File: config.mk
export PLATFORM = sky130hd
export DESIGN_NAME = dual_pipe_steer
export DESIGN_NICKNAME = d
export VERILOG_FILES = /design/src/rtl/steer_pkg.sv /design/src/rtl/steer_classify.sv /design/src/rtl/steer_decide.sv /design/src/rtl/steer_issue_reg.sv /design/src/rtl/dual_pipe_steer.sv
export SDC_FILE = /design/constraint.sdc
export NUM_CORES = 1
export LEC_CHECK = 0
export BUFFER_PORTS_ARGS = -buffer_cell sky130_fd_sc_hd__buf_2
export CORE_AREA = 10 10 47 49
export DETAILED_ROUTE_END_ITERATION = 12
export DIE_AREA = 0 0 57 59
export HOLD_SLACK_MARGIN = 0.06
export SLEW_MARGIN = 20
export SYNTH_ARGS = -nofsm -noshare
export SYNTH_HDL_FRONTEND = slang
export SYNTH_HIERARCHICAL = 1
export SYNTH_SLANG_ARGS = --single-unit
File: constraint.sdc
create_clock -name clk -period 2.3 [get_ports clk]
set_clock_uncertainty 0.05 [all_clocks]
set_input_delay 0.46 -clock clk [delete_from_list [all_inputs] [get_ports clk]]
set_output_delay 0.46 -clock clk [all_outputs]
set_load 0.1 [all_outputs]
File: src/rtl/steer_pkg.sv
package steer_pkg;
  localparam int CLS_W      = 4;
  localparam int EVEN_CODES = 4;
  localparam int SLOTS      = 2;
  localparam int CNT_W      = $clog2(SLOTS + 1);

  typedef enum logic {PIPE_EVEN = 1'b0, PIPE_ODD = 1'b1} pipe_e;

  function automatic pipe_e pipe_of(input logic [CLS_W-1:0] cls);
    return (int'(cls) < EVEN_CODES) ? PIPE_EVEN : PIPE_ODD;
  endfunction

  function automatic logic [CNT_W-1:0] count_of(input logic t0, input logic t1);
    return CNT_W'(t0) + CNT_W'(t1);
  endfunction
endpackage

File: src/rtl/steer_classify.sv
module steer_classify
  import steer_pkg::*;
(
  input  logic [CLS_W-1:0] cls [SLOTS],
  output pipe_e            pipe [SLOTS]
);
  for (genvar s = 0; s < SLOTS; s++) begin : g_slot
    assign pipe[s] = pipe_of(cls[s]);
  end
endmodule

File: src/rtl/steer_decide.sv
module steer_decide
  import steer_pkg::*;
(
  input  logic             clk,
  input  logic             rst_n,
  input  logic             vld  [SLOTS],
  input  pipe_e            pipe [SLOTS],
  input  logic             rdy,
  output logic             take [SLOTS],
  output logic [CNT_W-1:0] cnt
);
  logic older_go;
  logic split_pair;

  assign older_go   = rdy && vld[0];
  assign split_pair = vld[1] && (pipe[0] != pipe[1]);
  assign take[0]    = older_go;
  assign take[1]    = older_go && split_pair;
  assign cnt        = count_of(take[0], take[1]);

  // a stalled downstream consumes nothing
  p_stall_r5: assert property (@(posedge clk) disable iff (!rst_n)
    !rdy |-> cnt == '0);
  // the younger slot never issues ahead of the older one
  p_order_r6: assert property (@(posedge clk) disable iff (!rst_n)
    !vld[0] |-> cnt == '0);
  // a same-pipe pair consumes exactly one
  p_conflict_r4: assert property (@(posedge clk) disable iff (!rst_n)
    (rdy && vld[0] && vld[1] && pipe[0] == pipe[1]) |-> cnt == CNT_W'(1));
  // a split pair consumes two
  p_dual_r3: assert property (@(posedge clk) disable iff (!rst_n)
    (rdy && vld[0] && vld[1] && pipe[0] != pipe[1]) |-> cnt == CNT_W'(2));
endmodule

File: src/rtl/steer_issue_reg.sv
module steer_issue_reg
  import steer_pkg::*;
(
  input  logic             clk,
  input  logic             rst_n,
  input  logic             take [SLOTS],
  input  pipe_e            pipe [SLOTS],
  input  logic [CLS_W-1:0] cls  [SLOTS],
  output logic             even_fire,
  output logic [CLS_W-1:0] even_cls,
  output logic             odd_fire,
  output logic [CLS_W-1:0] odd_cls
);
  logic             even_hit [SLOTS];
  logic             odd_hit  [SLOTS];
  logic             even_d, odd_d;
  logic [CLS_W-1:0] even_cls_d, odd_cls_d;

  for (genvar s = 0; s < SLOTS; s++) begin : g_hit
    assign even_hit[s] = take[s] && (pipe[s] == PIPE_EVEN);
    assign odd_hit[s]  = take[s] && (pipe[s] == PIPE_ODD);
  end

  always_comb begin
    even_d = 1'b0; odd_d = 1'b0;
    even_cls_d = '0; odd_cls_d = '0;
    for (int s = SLOTS - 1; s >= 0; s--) begin
      if (even_hit[s]) begin even_d = 1'b1; even_cls_d = cls[s]; end
      if (odd_hit[s])  begin odd_d  = 1'b1; odd_cls_d  = cls[s]; end
    end
  end

  always_ff @(posedge clk) begin
    if (!rst_n) begin
      even_fire <= 1'b0; odd_fire <= 1'b0;
      even_cls  <= '0;   odd_cls  <= '0;
    end else begin
      even_fire <= even_d; odd_fire <= odd_d;
      even_cls  <= even_cls_d; odd_cls <= odd_cls_d;
    end
  end

  // an idle pipe carries a zero class code
  p_quiet_even_r8: assert property (@(posedge clk) disable iff (!rst_n)
    !even_fire |-> even_cls == '0);
  p_quiet_odd_r8: assert property (@(posedge clk) disable iff (!rst_n)
    !odd_fire |-> odd_cls == '0);
  // whatever fires on the even pipe is an even class
  p_even_class_r1: assert property (@(posedge clk) disable iff (!rst_n)
    even_fire |-> int'(even_cls) < EVEN_CODES);
  // whatever fires on the odd pipe is an odd class
  p_odd_class_r2: assert property (@(posedge clk) disable iff (!rst_n)
    odd_fire |-> int'(odd_cls) >= EVEN_CODES);
endmodule

File: src/rtl/dual_pipe_steer.sv
module dual_pipe_steer
  import steer_pkg::*;
(
  input  logic             clk,
  input  logic             rst_n,
  input  logic             op0_vld,
  input  logic [CLS_W-1:0] op0_cls,
  input  logic             op1_vld,
  input  logic [CLS_W-1:0] op1_cls,
  input  logic             pipes_rdy,
  output logic [CNT_W-1:0] take_cnt,
  output logic             even_fire,
  output logic [CLS_W-1:0] even_cls,
  output logic             odd_fire,
  output logic [CLS_W-1:0] odd_cls
);
  logic [CLS_W-1:0] slot_cls  [SLOTS];
  logic             slot_vld  [SLOTS];
  pipe_e            slot_pipe [SLOTS];
  logic             slot_take [SLOTS];
  logic             rst_seen;

  assign slot_cls[0] = op0_cls;
  assign slot_cls[1] = op1_cls;
  assign slot_vld[0] = op0_vld;
  assign slot_vld[1] = op1_vld;

  steer_classify u_classify (.cls(slot_cls), .pipe(slot_pipe));

  steer_decide u_decide (
    .clk(clk), .rst_n(rst_n), .vld(slot_vld), .pipe(slot_pipe),
    .rdy(pipes_rdy), .take(slot_take), .cnt(take_cnt));

  steer_issue_reg u_issue (
    .clk(clk), .rst_n(rst_n), .take(slot_take), .pipe(slot_pipe),
    .cls(slot_cls), .even_fire(even_fire), .even_cls(even_cls),
    .odd_fire(odd_fire), .odd_cls(odd_cls));

  always_ff @(posedge clk) begin
    if (!rst_n) rst_seen <= 1'b0;
    else        rst_seen <= 1'b1;
  end

  // the strobes one cycle later account for exactly what was consumed
  p_fire_count_r8: assert property (@(posedge clk) disable iff (!rst_n)
    rst_seen |-> $countones({even_fire, odd_fire}) == int'($past(take_cnt)));
  // a stall cycle is followed by no issue
  p_stall_quiet_r5: assert property (@(posedge clk) disable iff (!rst_n)
    !pipes_rdy |=> !even_fire && !odd_fire);
endmodule

# Word-level counts from Yosys, hierarchy flattened

Cells that the tools add are included.

Register bits: 10

Mux-type cells: 10
$lt $le $gt $ge: 2
$add $sub $neg: 1
Eq/ne operators: 1
Reductions and logical operators: 7

Operators with widths:

| operator                                           | count |
|---|---|
| two-way mux 4 bit                                  | 4 |
| < comparator 4 x 3 -> 1 bit, second input constant | 2 |
| logical AND 1 bit                                  | 7 |
| two-way mux 1 bit                                  | 6 |
| adder 1 x 1 -> 2 bit                               | 1 |
| inequality test 1 bit                              | 1 |

# Depth between registers and ports, before layout

Depth after elaboration: 8
Mapped depth: 7

# By module

The synthesis kept the hierarchy.

Modules (own cells, without submodules):

| module          | area an instance (µm²) | instances | cells an instance | seq. area each (µm²) |
|---|---|---|---|---|
| steer_issue_reg | 376.6                  | 1         | 39                | 200.2 |
| steer_decide    | 45.0                   | 1         | 7                 | 0.0 |
| steer_classify  | 12.5                   | 1         | 2                 | 0.0 |

# Worst setup path after synthesis

No wires, ideal clock.

Path kind: input-to-output
From: in op0_cls[2]
To: out take_cnt[0]
Path buffers: 0
Stages on the path: 3
Arrival time: 2.446 ns
Path slack: -0.656 ns
Path through: or2_1 > xor2_1 > a21oi_1

Longest elaborated chain between the ends: 6

RTL lines:

| element                     | RTL line              | source |
|---|---|---|
| start: declaration          | dual_pipe_steer.sv:7  | `input logic [CLS_W-1:0] op0_cls,` |
| < comparator 4 x 3 -> 1 bit | steer_pkg.sv:10       | `return (int'(cls) < EVEN_CODES) ? PIPE_EVEN : PIPE_ODD;` |
| two-way mux 1 bit           | steer_pkg.sv:10       |  |
| inequality test 1 bit       | steer_decide.sv:16    | `assign split_pair = vld[1] && (pipe[0] != pipe[1]);` |
| logical AND 1 bit           | steer_decide.sv:16    |  |
| logical AND 1 bit           | steer_decide.sv:18    | `assign take[1] = older_go && split_pair;` |
| adder 1 x 1 -> 2 bit        | steer_pkg.sv:14       | `return CNT_W'(t0) + CNT_W'(t1);` |
| end: declaration            | dual_pipe_steer.sv:11 | `output logic [CNT_W-1:0] take_cnt,` |

Every way passes these cells.

==> impl_metrics.csv <==
group,metric,value,unit
synth,synth_area_leaders,"dfxtp_1, mux2i_1, nand2_1, a21oi_1, nand3_1",
floorplan,die-area,3360,µm²
clock_tree,cts_tree,"yes",
power_and_ir_drop,power_density,676,nW/µm²
cells_and_area,fin_cells,90,
synth,ys_ff_latch,10,
synth,syn-cell-area,434,µm²
clock_tree,clkTransAtPathRegs,0.07,ns
cells_and_area,fill_cells,145,
timing,timing.final.crit_share,0.903,
timing,setup_viol,0,
placement,post-place-cells,86,
synth,seq_area_frac_synth,0.461,
setup_path,path_class,"input port to output pin",
cells_and_area,fin_util,0.447,
synth,synth_edf_count,0,
clock_tree,cts_resized,0,
placement,dpl_cell_area,591,µm²
setup_path,crit_family,"simple AND/OR/NAND/NOR gates",
setup_path,path_buf_inv,2,
synth,synth_compound_area_frac,0.115,
synth,synth_most_common_cell,"dfxtp_1",
clock_tree,cts_max_level,1,
synth,ys_async_sr_fraction,0,
timing,finalMaxSlewViolations,0,
routing,via_count,410,
outcome,status,"finished clean",
cells_and_area,finalNetCount,88,
synth,synthCells,48,
synth,synth_largest_area_cell,"dfxtp_1",
timing,fmax,482,MHz
run,maxCapViolCount,0,
placement,io_buffers,24,
clock_tree,cts_sinks,10,
floorplan,rows,14,
clock_tree,cts_setup_buffers,0,
power_and_ir_drop,leakagePower,0.314,nW
synth,yosysWarnings,6,
clock_tree,root_buffer,"clkbuf_4",
cells_and_area,area_growth,44.4,%
routing,drtIter0Drc,3,
global_route,grt_pass1_wl,1840,µm
power_and_ir_drop,total_power,0.424,mW
global_route,antenna_found_initial,0,
setup_path,cp-end-kind,"output pin",
synth,yosys.area_share.adder,0,
timing,slew_headroom,0.671,
synth,synth_nets,61,
synth,yosys-mux-area-fraction,0.0922,
global_route,grt-ovfl-total,0,
floorplan,die_x,57,µm
synth,synth_commonest_cells,"dfxtp_1, nand2_1, a21oi_1",
routing,viasPerCell,4.56,
setup_path,worstPathArrival,1.57,ns
placement,dp_hpwl,939,µm
min_path,hold_path_class,"input port to flip-flop",
timing,min_period,2.08,ns
cells_and_area,stdcell_area,627,µm²
synth,yosysUniqueCellTypes,17,
routing,wirelength,1130,µm
placement,place_congestion,0.865,
floorplan,die_h,59,µm
setup_path,worstPathRequired,1.79,ns
synth,synth_top_area_frac,0.461,
timing,final_hold_viol_count,0,
power_and_ir_drop,ir_drop,0.243,mV
floorplan,initial_core_util,0.310,
routing,drc,0,
floorplan,core,1400,µm²
setup_path,cp-start-kind,"input port",
timing,rsz0062_at_grt,"false",
clock_tree,cts_max_path_buffers,2,
synth,synth_xor_area_frac,0.0202,
synth,synth_ff_type,"dfxtp_1",
setup_path,worst-path-max-fanout,3,
routing,drt-pass1-iter-count,4,
global_route,grt_pass1_vias,423,
clock_tree,cts_buffers,3,
synth,synth_simple_gate_area_frac,0.225,
global_route,grt_use_total,0.0687,
timing,worst_slew_pin_slew,0.497,ns
synth,syn_area_per_cell,9.05,µm²
cells_and_area,antennaDiodeCount,0,
global_route,grt_max_degree,8,
synth,synth_top_family_by_area,"simple AND/OR/NAND/NOR gates",
routing,routedWlPerCell,12.6,µm
setup_path,crit_path_top_delay_cell,"and4_2",
routing,postRouteAntennaNets,0,
floorplan,pin_count,25,
setup_path,max_stage_delay,0.31,ns
setup_path,path_cells,"buf_2, or2_1, xor2_1, and4_2, buf_12",
clock_tree,holdBufCountCts,0,
cells_and_area,drive_above_1_share,0.459,
-- sequential cells by signal, indices dropped and copies added (netlist names) --
name               cells
u_issue/even_cls       4
u_issue/odd_cls        4
u_issue/even_fire      1
u_issue/odd_fire       1
-- logic make-up after synthesis --
family	count (synthesis)
AOI/OAI and AO/OA	7
DFF	10
buffers and inverters	6
muxes	4
xor gates and xnor gates	1
and+or+nand+nor	20
-- stage by stage --
step	worst slack [ns]	setup TNS [ns]	hold WS, ns
after floorplan	-0.0400	-0.0400	0.527
after global placement	0.256	0	0.670
after CTS	0.215	0	0.403
after global routing	0.137	0	0.418
after detailed placement	0.225	0	0.676
final	0.224	0	0.406
-- tightest hold or removal path, cell delays in order --
cell     delay (ns)
buf_2          0.10
nand2_1        0.05
a21oi_1        0.05
-- where the power goes --
| group | switching (mW) | internal, mW | leakage [nW] |
|---|---|---|---|
| combinational | 0.0680 | 0.0270 | 0.212 |
| clock | 0.0551 | 0.0958 | 0.0210 |
| sequential | 0.000781 | 0.177 | 0.0811 |
| total | 0.124 | 0.300 | 0.314 |
-- final timing paths --
kind	start	endpoint	slack (ns)	cells after the start
worst max-delay path	op1_cls[2]	take_cnt[1]	0.22	5
worst min-delay path	op1_cls[0]	u_issue/odd_cls[0]	0.41	3
-- layer usage --
metal	wire length, µm	track usage
met1	524	0.0762
met2	481	0.102
met3	94	0.0300
met4	30	0.0503
met5	0	0
-- layout make-up --
| cell class | instances | area [µm²] | area share |
|---|---|---|---|
| Inverter | 3 | 11.3 | 0.0180 |
| Multi-Input combinational cell | 32 | 201 | 0.321 |
| Tap cell | 16 | 20.0 | 0.0319 |
| Sequential cell | 10 | 200 | 0.319 |
| Clock buffer | 4 | 36.3 | 0.0579 |
| Timing Repair Buffer | 25 | 158 | 0.251 |
-- cells in the final DEF, fill, tap and decap left out --
cell | netlist | routed
buf_12 | 0 | 2
a22o_1 | 1 | 1
nor2_1 | 4 | 4
nor2b_2 | 1 | 1
or2_1 | 2 | 2
nand3_1 | 4 | 4
clkbuf_8 | 0 | 1
a21oi_1 | 5 | 4
o21ai_4 | 1 | 1
and4_2 | 0 | 1
buf_2 | 0 | 22
nor2b_1 | 1 | 1
clkbuf_4 | 0 | 3
inv_1 | 2 | 2
inv_2 | 1 | 1
dfxtp_1 | 10 | 10
xor2_1 | 1 | 1
nand2_1 | 7 | 7
mux2i_1 | 4 | 4
buf_4 | 2 | 1
a21oi_2 | 0 | 1
No activity file was read; power rests on OpenSTA's default activity.
